$ cat src/rtl/uart_rx_pkg.sv
package uart_rx_pkg;
   typedef enum logic [1:0] {
      ST_HUNT  = 2'd0,
      ST_START = 2'd1,
      ST_DATA  = 2'd2,
      ST_STOP  = 2'd3
   } rx_state_e;

   localparam int FLAG_W   = 5;
   localparam int FL_FULL  = 4;
   localparam int FL_IDLE  = 3;
   localparam int FL_OVR   = 2;
   localparam int FL_NOISE = 1;
   localparam int FL_FRAME = 0;
endpackage

$ cat src/rtl/uart_rx_sync.sv
module uart_rx_sync #(
   parameter int STAGES = 2
) (
   input  logic clk,
   input  logic rst_n,
   input  logic d,
   output logic q
);
   generate
      if (STAGES == 0) begin : g_bypass
         assign q = d;
      end else begin : g_chain
         logic [STAGES-1:0] r;
         always_ff @(posedge clk or negedge rst_n) begin
            if (!rst_n) begin
               r <= '1;
            end else begin
               r[0] <= d;
               for (int i = 1; i < STAGES; i++) r[i] <= r[i-1];
            end
         end
         assign q = r[STAGES-1];
      end
   endgenerate
endmodule

$ cat src/rtl/uart_rx_frame.sv
module uart_rx_frame
   import uart_rx_pkg::*;
#(
   parameter int DATA_W = 8,
   parameter int OSR    = 16
) (
   input  logic              clk,
   input  logic              rst_n,
   input  logic              tick,
   input  logic              rx,
   output logic              done,
   output logic [DATA_W-1:0] data,
   output logic              noisy,
   output logic              frame_err
);
   localparam int CNT_W = $clog2(OSR);
   localparam int IDX_W = $clog2(DATA_W);
   localparam logic [CNT_W-1:0] S_A   = CNT_W'(OSR/2 - 1);
   localparam logic [CNT_W-1:0] S_B   = CNT_W'(OSR/2);
   localparam logic [CNT_W-1:0] S_C   = CNT_W'(OSR/2 + 1);
   localparam logic [CNT_W-1:0] C_TOP = CNT_W'(OSR - 1);
   localparam logic [IDX_W-1:0] I_TOP = IDX_W'(DATA_W - 1);

   rx_state_e         state;
   logic [CNT_W-1:0]  cnt;
   logic [IDX_W-1:0]  idx;
   logic [1:0]        smp;
   logic [DATA_W-1:0] shreg;
   logic              noise_acc;
   logic              vote;
   logic              split;

   // Majority of the two stored samples and the live third one.
   always_comb begin
      vote  = (smp[0] & smp[1]) | (smp[0] & rx) | (smp[1] & rx);
      split = !((smp[0] == smp[1]) && (smp[1] == rx));
   end

   always_ff @(posedge clk or negedge rst_n) begin
      if (!rst_n) begin
         state     <= ST_HUNT;
         cnt       <= '0;
         idx       <= '0;
         smp       <= '0;
         shreg     <= '0;
         noise_acc <= 1'b0;
         done      <= 1'b0;
         noisy     <= 1'b0;
         frame_err <= 1'b0;
      end else begin
         done <= 1'b0;
         if (tick) begin
            if (state == ST_HUNT) begin
               if (!rx) begin
                  state     <= ST_START;
                  cnt       <= CNT_W'(1);
                  noise_acc <= 1'b0;
               end
            end else begin
               cnt <= (cnt == C_TOP) ? '0 : cnt + 1'b1;
               if (cnt == S_A) smp[0] <= rx;
               if (cnt == S_B) smp[1] <= rx;
               if (cnt == S_C) begin
                  unique case (state)
                     ST_START: begin
                        if (vote) begin
                           state <= ST_HUNT;
                        end else begin
                           noise_acc <= split;
                           idx       <= '0;
                           state     <= ST_DATA;
                        end
                     end
                     ST_DATA: begin
                        shreg     <= {vote, shreg[DATA_W-1:1]};
                        noise_acc <= noise_acc | split;
                        idx       <= idx + 1'b1;
                        if (idx == I_TOP) state <= ST_STOP;
                     end
                     default: begin
                        done      <= 1'b1;
                        noisy     <= noise_acc | split;
                        frame_err <= !vote;
                        state     <= ST_HUNT;
                     end
                  endcase
               end
            end
         end
      end
   end

   assign data = shreg;
endmodule

$ cat src/rtl/uart_rx_idle.sv
module uart_rx_idle #(
   parameter int OSR       = 16,
   parameter int IDLE_BITS = 10
) (
   input  logic clk,
   input  logic rst_n,
   input  logic tick,
   input  logic rx,
   input  logic inhibit,
   output logic set_o
);
   localparam int LIMIT_I = OSR * IDLE_BITS;
   localparam int W       = $clog2(LIMIT_I + 1);
   localparam logic [W-1:0] LIMIT = W'(LIMIT_I);

   logic [W-1:0] hi_cnt;
   logic         armed;

   assign set_o = armed && (hi_cnt == LIMIT) && !inhibit;

   always_ff @(posedge clk or negedge rst_n) begin
      if (!rst_n) begin
         hi_cnt <= '0;
         armed  <= 1'b0;
      end else if (!rx) begin
         hi_cnt <= '0;
         armed  <= 1'b1;
      end else begin
         if (tick && hi_cnt != LIMIT) hi_cnt <= hi_cnt + 1'b1;
         if (set_o) armed <= 1'b0;
      end
   end
endmodule

$ cat src/rtl/uart_rx_flags.sv
module uart_rx_flags
   import uart_rx_pkg::*;
#(
   parameter int DATA_W      = 8,
   parameter int OSR         = 16,
   parameter int IDLE_BITS   = 10,
   parameter int SYNC_STAGES = 2
) (
   input  logic              clk,
   input  logic              rst_n,
   input  logic              os_tick,
   input  logic              rxd,
   input  logic              rx_wake,
   input  logic              stat_rd,
   input  logic              data_rd,
   output logic [FLAG_W-1:0] stat_q,
   output logic [DATA_W-1:0] data_q
);
   generate
      if (OSR < 8) begin : g_bad_osr
         $error("OSR must be at least 8");
      end
      if (DATA_W < 2) begin : g_bad_width
         $error("DATA_W must be at least 2");
      end
      if (IDLE_BITS < 1) begin : g_bad_idle
         $error("IDLE_BITS must be at least 1");
      end
      if (SYNC_STAGES > 4) begin : g_bad_sync
         $error("SYNC_STAGES must be 4 or less");
      end
   endgenerate

   logic              rx_s;
   logic              fr_done;
   logic [DATA_W-1:0] fr_data;
   logic              fr_noisy;
   logic              fr_ferr;
   logic              idle_set;
   logic [FLAG_W-1:0] seen_q;
   logic [FLAG_W-1:0] clr_mask;
   logic [FLAG_W-1:0] set_mask;
   logic              accept;

   uart_rx_sync #(.STAGES(SYNC_STAGES)) u_sync (
      .clk(clk), .rst_n(rst_n), .d(rxd), .q(rx_s)
   );

   uart_rx_frame #(.DATA_W(DATA_W), .OSR(OSR)) u_frame (
      .clk(clk), .rst_n(rst_n), .tick(os_tick), .rx(rx_s),
      .done(fr_done), .data(fr_data), .noisy(fr_noisy), .frame_err(fr_ferr)
   );

   uart_rx_idle #(.OSR(OSR), .IDLE_BITS(IDLE_BITS)) u_idle (
      .clk(clk), .rst_n(rst_n), .tick(os_tick), .rx(rx_s),
      .inhibit(rx_wake), .set_o(idle_set)
   );

   always_comb begin
      clr_mask = data_rd ? seen_q : '0;
      accept   = fr_done && !(stat_q[FL_FULL] && !clr_mask[FL_FULL]);
      set_mask = '0;
      set_mask[FL_FULL]  = accept;
      set_mask[FL_IDLE]  = idle_set;
      set_mask[FL_OVR]   = fr_done && !accept;
      set_mask[FL_NOISE] = accept && fr_noisy;
      set_mask[FL_FRAME] = accept && fr_ferr;
   end

   always_ff @(posedge clk or negedge rst_n) begin
      if (!rst_n) begin
         stat_q <= '0;
         seen_q <= '0;
         data_q <= '0;
      end else begin
         stat_q <= (stat_q & ~clr_mask) | set_mask;
         if (stat_rd)      seen_q <= stat_q;
         else if (data_rd) seen_q <= '0;
         if (accept) data_q <= fr_data;
      end
   end
endmodule

$ cat config.mk
export PLATFORM = sky130hd
export DESIGN_NAME = uart_rx_flags
export DESIGN_NICKNAME = d
export VERILOG_FILES = /design/src/rtl/uart_rx_pkg.sv /design/src/rtl/uart_rx_sync.sv /design/src/rtl/uart_rx_frame.sv /design/src/rtl/uart_rx_idle.sv /design/src/rtl/uart_rx_flags.sv
export SDC_FILE = /design/constraint.sdc
export NUM_CORES = 1
export LEC_CHECK = 0
export ABC_AREA = 1
export BUFFER_PORTS_ARGS = -buffer_cell sky130_fd_sc_hd__buf_2
export CORE_UTILIZATION = 59
export DETAILED_ROUTE_END_ITERATION = 10
export PLACE_DENSITY = 0.88
export SETUP_SLACK_MARGIN = 0.15
export SYNTH_ARGS = -nofsm -noshare
export SYNTH_HDL_FRONTEND = slang
export SYNTH_SLANG_ARGS = --single-unit
$ cat constraint.sdc
create_clock -name clk -period 2.3 [get_ports clk]
set_clock_uncertainty 0.15 [all_clocks]
set_input_delay 0.345 -clock clk [delete_from_list [all_inputs] [get_ports clk]]
set_output_delay 0.345 -clock clk [all_outputs]
set_load 0.1 [all_outputs]
Yosys cells after proc, flatten, opt, wreduce, memory -nomap -nowiden. Index checks and enable logic that the tools add are counted.

Output and inout bits: 13. Logic and storage cells: 103. Memory bits (read-only): 0. Memories kept: 0. Bits of input ports: 7. Register bits after elaboration: 52. RAM bits: 0. Latch bits: 0.

Divide/modulo/power cells: 0. Shift operators: 0. Equality and inequality tests: 17. Magnitude comparators: 0. $mul: 0. Bitwise logic cells: 11. Reductions and logical operators: 29. Mux-type cells: 27. Add/sub/neg operators: 3.

Operators by type and width (count): 8-bit 2-to-1 mux (2); 5-bit 2-to-1 mux (3); 4-bit equality test (second input constant) (3); 4-bit 2-to-1 mux (3); 4-bit AND reduction (3); 1-bit 2-to-1 mux (10); 2-bit 2-to-1 mux (5); 5-bit AND reduction (2); 1-bit logical AND (9); 8-bit by 1-bit adder with 8-bit output (second input constant) (1); 8-bit equality test (second input constant) (1); 8-bit != test (second input constant) (1); 1-bit logical NOT (6); 2-bit != test (second input constant) (3); 3-bit case mux with 2 select lines (1); 3-bit AND reduction (2); 2-bit nonzero test (3); 5-bit bitwise AND (1); 5-bit inverter (1); 5-bit bitwise OR (1); 4-bit by 1-bit adder with 4-bit output (second input constant) (1); 4-bit by 3-bit equality test with 1-bit output (second input constant) (1); 2-bit case mux with 2 select lines (1); 3-bit by 1-bit adder with 3-bit output (second input constant) (1); other kinds (16) (22).

Longest topological paths before layout.
Word-level depth: 8. Mapped depth: 9. Depth with buffers taken out: 9.

Modules after synthesis. A second synthesis with hierarchy kept.

Cells, all modules: 319. Area total of the unflattened synthesis: 2655.0 um^2.

Modules (own cells, without submodules): uart_rx_frame (area an instance 1276.2 um^2, cells each 154, times used 1, seq. area each 575.6 um^2); uart_rx_flags (area an instance 709.4 um^2, cells each 77, times used 1, seq. area each 450.4 um^2); uart_rx_idle (area an instance 616.8 um^2, cells each 86, times used 1, seq. area each 225.2 um^2); uart_rx_sync (area an instance 52.6 um^2, cells each 2, times used 1, seq. area each 52.6 um^2).

Worst setup path after synthesis. No wires, ideal clock.

Path kind: flip-flop to flip-flop. Start point: reg stat_q[4]. End point: reg data_q[7]. Clock period less this slack: 1.790 ns. Arrival time: 1.558 ns. Cell stages (with the launch flop): 6. Library setup time: 0.083 ns. Data required time: 2.067 ns. Slack: 0.510 ns. Path buffers: 1. Cells stage by stage: dfrtp_1 o21ai_4 nand2_2 buf_2 nand2_1 o21ai_0.

Word-level cells in the longest chain between the ends: 3.

Ends and longest elaborated chain: start: declaration (RTL line uart_rx_flags.sv:16) `output logic [FLAG_W-1:0] stat_q,`; start signal: assignment (RTL line uart_rx_flags.sv:76) `stat_q <= (stat_q & ~clr_mask) | set_mask;`; 1-bit logical AND (RTL line uart_rx_flags.sv:61) `accept = fr_done && !(stat_q[FL_FULL] && !clr_mask[FL_FULL]);`; 1-bit logical NOT (RTL line uart_rx_flags.sv:61); 1-bit logical AND (RTL line uart_rx_flags.sv:61); end signal: assignment (RTL line uart_rx_flags.sv:79) `if (accept) data_q <= fr_data;`; end: declaration (RTL line uart_rx_flags.sv:17) `output logic [DATA_W-1:0] data_q`.

Every way passes these cells. A chain may end at the register's enable or synchronous reset.

Final worst setup path.
Start point: reg u_frame.state[0]. End point: reg u_frame.shreg[1], in the netlist u_frame.data[1].

Word-level cells in the longest chain between the ends: 3. Elaborated cells between the ends (all ways): 4. Classes of those cells: eq/ne: 1; bitwise: 1; reduce/logical: 2.

Ends and longest elaborated chain: start: declaration (RTL line uart_rx_frame.sv:24) `rx_state_e state;`; start signal: assignment (RTL line uart_rx_frame.sv:41) `state <= ST_HUNT;`; start signal: assignment (RTL line uart_rx_frame.sv:55) `state <= ST_START;`; start signal: assignment (RTL line uart_rx_frame.sv:67) `state <= ST_HUNT;`; 2-bit logical NOT (RTL line uart_rx_frame.sv:53) `if (state == ST_HUNT) begin`; 1-bit inverter (no source line); 4-bit AND reduction (no source line) (*); end signal: assignment (RTL line uart_rx_frame.sv:75) `shreg <= {vote, shreg[DATA_W-1:1]};`; end: declaration (RTL line uart_rx_frame.sv:28) `logic [DATA_W-1:0] shreg;`.

Mark *: on every way between the ends. The rest lies on a longest branch, timed or not.

==> Flow_metrics.wiki <==
{| class="wikitable"
! Metric !! Value
|-
| Clock-pin transition on the worst setup and hold timing paths || 0.09 ns
|-
| Total length of routed wires || 4.38 mm
|-
| Kind of critical path || flop to flop
|-
| Total track usage || 21.0%
|-
| Leading register cell type out of synthesis || dfrtp_1
|-
| Dpl hpwl || 3.27 mm
|-
| Total number of yosys warnings || 0
|-
| Required time reported for the critical path endpoint || 2.34 ns
|-
| Routed vias/inst || 5.19
|-
| Yosys top cell area share || 48.1%
|-
| Post-synthesis net count || 315
|-
| Wire length of the first global-routing pass || 7.18 mm
|-
| Count of mapped cells out of synthesis || 294
|-
| Depth of the CTS H-tree || 2
|-
| Layout overhead on the synthesized area || 9.63%
|-
| GR Overflow Total || 0
|-
| Standard cell core area || 0.00412 mm2
|-
| Post-CTS setup repair buffer count || 0
|-
| Post-layout power || 0.00242 W
|-
| Number of cells upsized or downsized after cts || 0
|-
| FFs w/ async S/R, synth || 100%
|-
| Initial Utilization || 63.1%
|-
| Switching Power || 0.000948 W
|-
| Path type of the worst min-delay path || input port to flop
|-
| Number of max-slew violations in the final report || 0
|-
| Post-synth EDFFs || 0
|-
| Nets@finish || 339
|-
| Setup repair after global routing missed its margin || false
|-
| Io pins || 20
|-
| Area enclosed by the die boundary || 0.00467 mm2
|-
| DRC marker count from the first detailed-route iteration || 102
|-
| Drt first pass iters || 4
|-
| Buffer levels on the longest clock path || 2
|-
| Most instantiated library cell after synthesis || nand2_1
|-
| Most instantiated cells after synthesis || nand2_1, dfrtp_1, inv_1, o21ai_0, nand3_1
|-
| Post-synthesis sequential area ratio || 50.2%
|-
| Reported max-cap violation count || 0
|-
| Combinational fraction of design power || 31.6%
|-
| Launch point of the worst hold path || rx_wake
|-
| Post-route DRC || 0
|-
| Final setup violating endpoints || 0
|-
| Share of total power in the clock network || 20.9%
|-
| Minimum period implied by the final worst setup slack || 1.83 ns
|-
| Number of synthesized register bits || 52
|-
| Worst vdd ir || 0.000448 V
|-
| Number of nets still failing antenna checks after routing || 0
|-
| Status || completed
|-
| Drt wl/cell || 11.9 um
|-
| Initial antenna violation count || 0
|-
| Ant. Diodes || 0
|-
| Die height || 68.4 um
|-
| Signal arrival time at the worst endpoint || 1.87 ns
|-
| Area contributors post-synth || dfrtp_1, nand2_1, ha_1
|-
| Switching fraction of total power || 39.2%
|-
| Worst r2r src || u_frame.state[0]
|-
| Synthesized area per cell || 8.84 um2
|-
| Via count || 1915
|-
| Kind of end point of the critical path || flop
|-
| Slew at the pin with the worst max-slew slack || 0.642 ns
|-
| Standard-cell row count || 23
|-
| FMAX || 547 MHz
|-
| PwrDens || 849 mW/mm2
|-
| Final period util || 79.5%
|-
| PortBufs || 19
|-
| Count of final hold-check violations || 0
|-
| Slew HR || 57.2%
|-
| Clock latency on the worst-skew pair || 0.30 ns
|-
| Distinct cells, synth || 33
|-
| Internal || 0.00147 W
|-
| Element type at the critical path start || flop
|-
| Synthesized area || 0.00260 mm2
|-
| Cell at the root of the clock tree || clkbuf_8
|-
| Crit-path max FO || 16
|-
| Maximum number of pins on one net before global-route repair || 29
|-
| CTS Sinks || 52
|-
| Static leakage power || 1.41 nW
|-
| Clock tree from TritonCTS || built
|-
| Timing startpoint of the critical path || u_frame.state[0]
|-
| Final weighted congestion in routability-driven placement || 0.871
|-
| Relative contribution of sequential cells to total power || 47.5%
|-
| Horiz. Die Dim || 68.4 um
|-
| Post-synth top area cell || dfrtp_1
|-
| Clock buffers created by TritonCTS || 5
|-
| Setup TNS after final layout || 0 ns
|-
| Share of layout cells above drive strength 1 || 18.2%
|-
| Via count of the first global-routing pass || 1714
|}
## final cells by class
class                      instances  area, um2
clock buffer                       6       72.6
clock inverter                     2       16.3
fill                             300       1270
inverter                          40        150
multi-input combinational        197       1110
sequential                        52       1300
tap                               50       62.6
timing repair buffer              22        135
## what timing repair did
item                                    4_1_cts  5_1_grt
hold buffers                                  2        0
endpoints found under the setup margin        0        0
endpoints found under the hold margin        28        0
## critical path, stage by stage, from the launching register on
cell and delay [ns]:
dfrtp_1 0.42, inv_1 0.10, ha_1 0.30, inv_2 0.11
nand2_2 0.09, nor2_4 0.18, nand2_4 0.17, nand2_1 0.13
o21ai_2 0.06
## kinds of logic (layout without fill, tap and decap cells)
family / Yosys count / in the layout / share of synthesized area [%]
compound gates: 51 / 51 / 12.8
xor+xnor: 3 / 3 / 1.01
fa+ha+maj: 14 / 14 / 6.74
buf+inv: 45 / 70 / 7.17
flops: 52 / 52 / 50.2
simple gates: 129 / 129 / 22.1
## per-layer routing
layer / global-route usage (%) / vias up / share of wire [%] / wire, um
met2: 36.6 / 32 / 48 / 2100
met4: 8.07 / 0 / 1.3 / 58
li1: - / 984 / - / -
met1: 25.4 / 891 / 48 / 2110
met3: 4.00 / 8 / 2.4 / 107
met5: 0 / - / 0 / 0
## worst paths after layout
path / cells after the start / endpoint / slack, ns
max in group asynchronous: 3 / u_sync.g_chain.r[0] / 0.93
max: 8 / u_frame.data[1] / 0.47
min in group asynchronous: 2 / stat_q[0] / 0.45
max reg2reg: 8 / u_frame.data[1] / 0.47
min reg2reg: 0 / u_sync.g_chain.r[1] / 0.21
min: 3 / stat_q[3] / 0.17
## cell usage in the layout, fill, tap and decap left out, drive strengths merged
master | Yosys | layout
buf | 3 | 20
ha | 14 | 14
nand3 | 22 | 22
nand2 | 78 | 78
clkinvlp | 0 | 1
clkbuf | 2 | 6
nand3b | 1 | 1
a21oi | 5 | 5
xor2 | 3 | 3
clkinv | 0 | 1
o211ai | 1 | 1
dlygate4sd3 | 0 | 2
o32ai | 1 | 1
o31ai | 1 | 1
nor2 | 21 | 21
dfstp | 2 | 2
dfrtp | 50 | 50
nand4 | 2 | 2
o21ai | 43 | 43
nor3 | 4 | 4
or2 | 1 | 1
inv | 40 | 40
## sequential cells by signal, indices dropped and copies added (netlist names)
name,count
u_idle.hi_cnt,8
u_frame.done,1
u_frame.noise_acc,1
u_idle.armed,1
stat_q,5
u_frame.state,2
seen_q,5
data_q,8
u_frame.cnt,4
u_frame.idx,3
u_frame.smp,2
u_sync.g_chain.r,2
u_frame.data,8
u_frame.noisy,1
u_frame.frame_err,1
## through the flow
stage	hold WS, ns	std cells	cell area [um2]	setup WS (ns)	utilization, %
2_1_floorplan	-0.101	294	2600	0.510	-
3_3_place_gp	0.197	359	2740	0.565	66.6
3_5_place_dp	0.199	359	2740	0.501	66.6
4_1_cts	0.177	369	2850	0.482	69.2
5_1_grt	0.173	369	2850	0.386	69.2
6_report	0.175	369	2850	0.472	69.2
## power by group through the flow
stage | Sequential [W] | Combinational (W) | Clock (W)
5_1_grt | 0.00117 | 0.000852 | 0.000555
4_1_cts | 0.00115 | 0.000768 | 0.000518
2_1_floorplan | 0.00131 | 0.000437 | 0
3_3_place_gp | 0.00116 | 0.000731 | 0
3_5_place_dp | 0.00116 | 0.000760 | 0
6_report | 0.00115 | 0.000764 | 0.000507
Note: power is estimated with default switching activity, not from simulation.
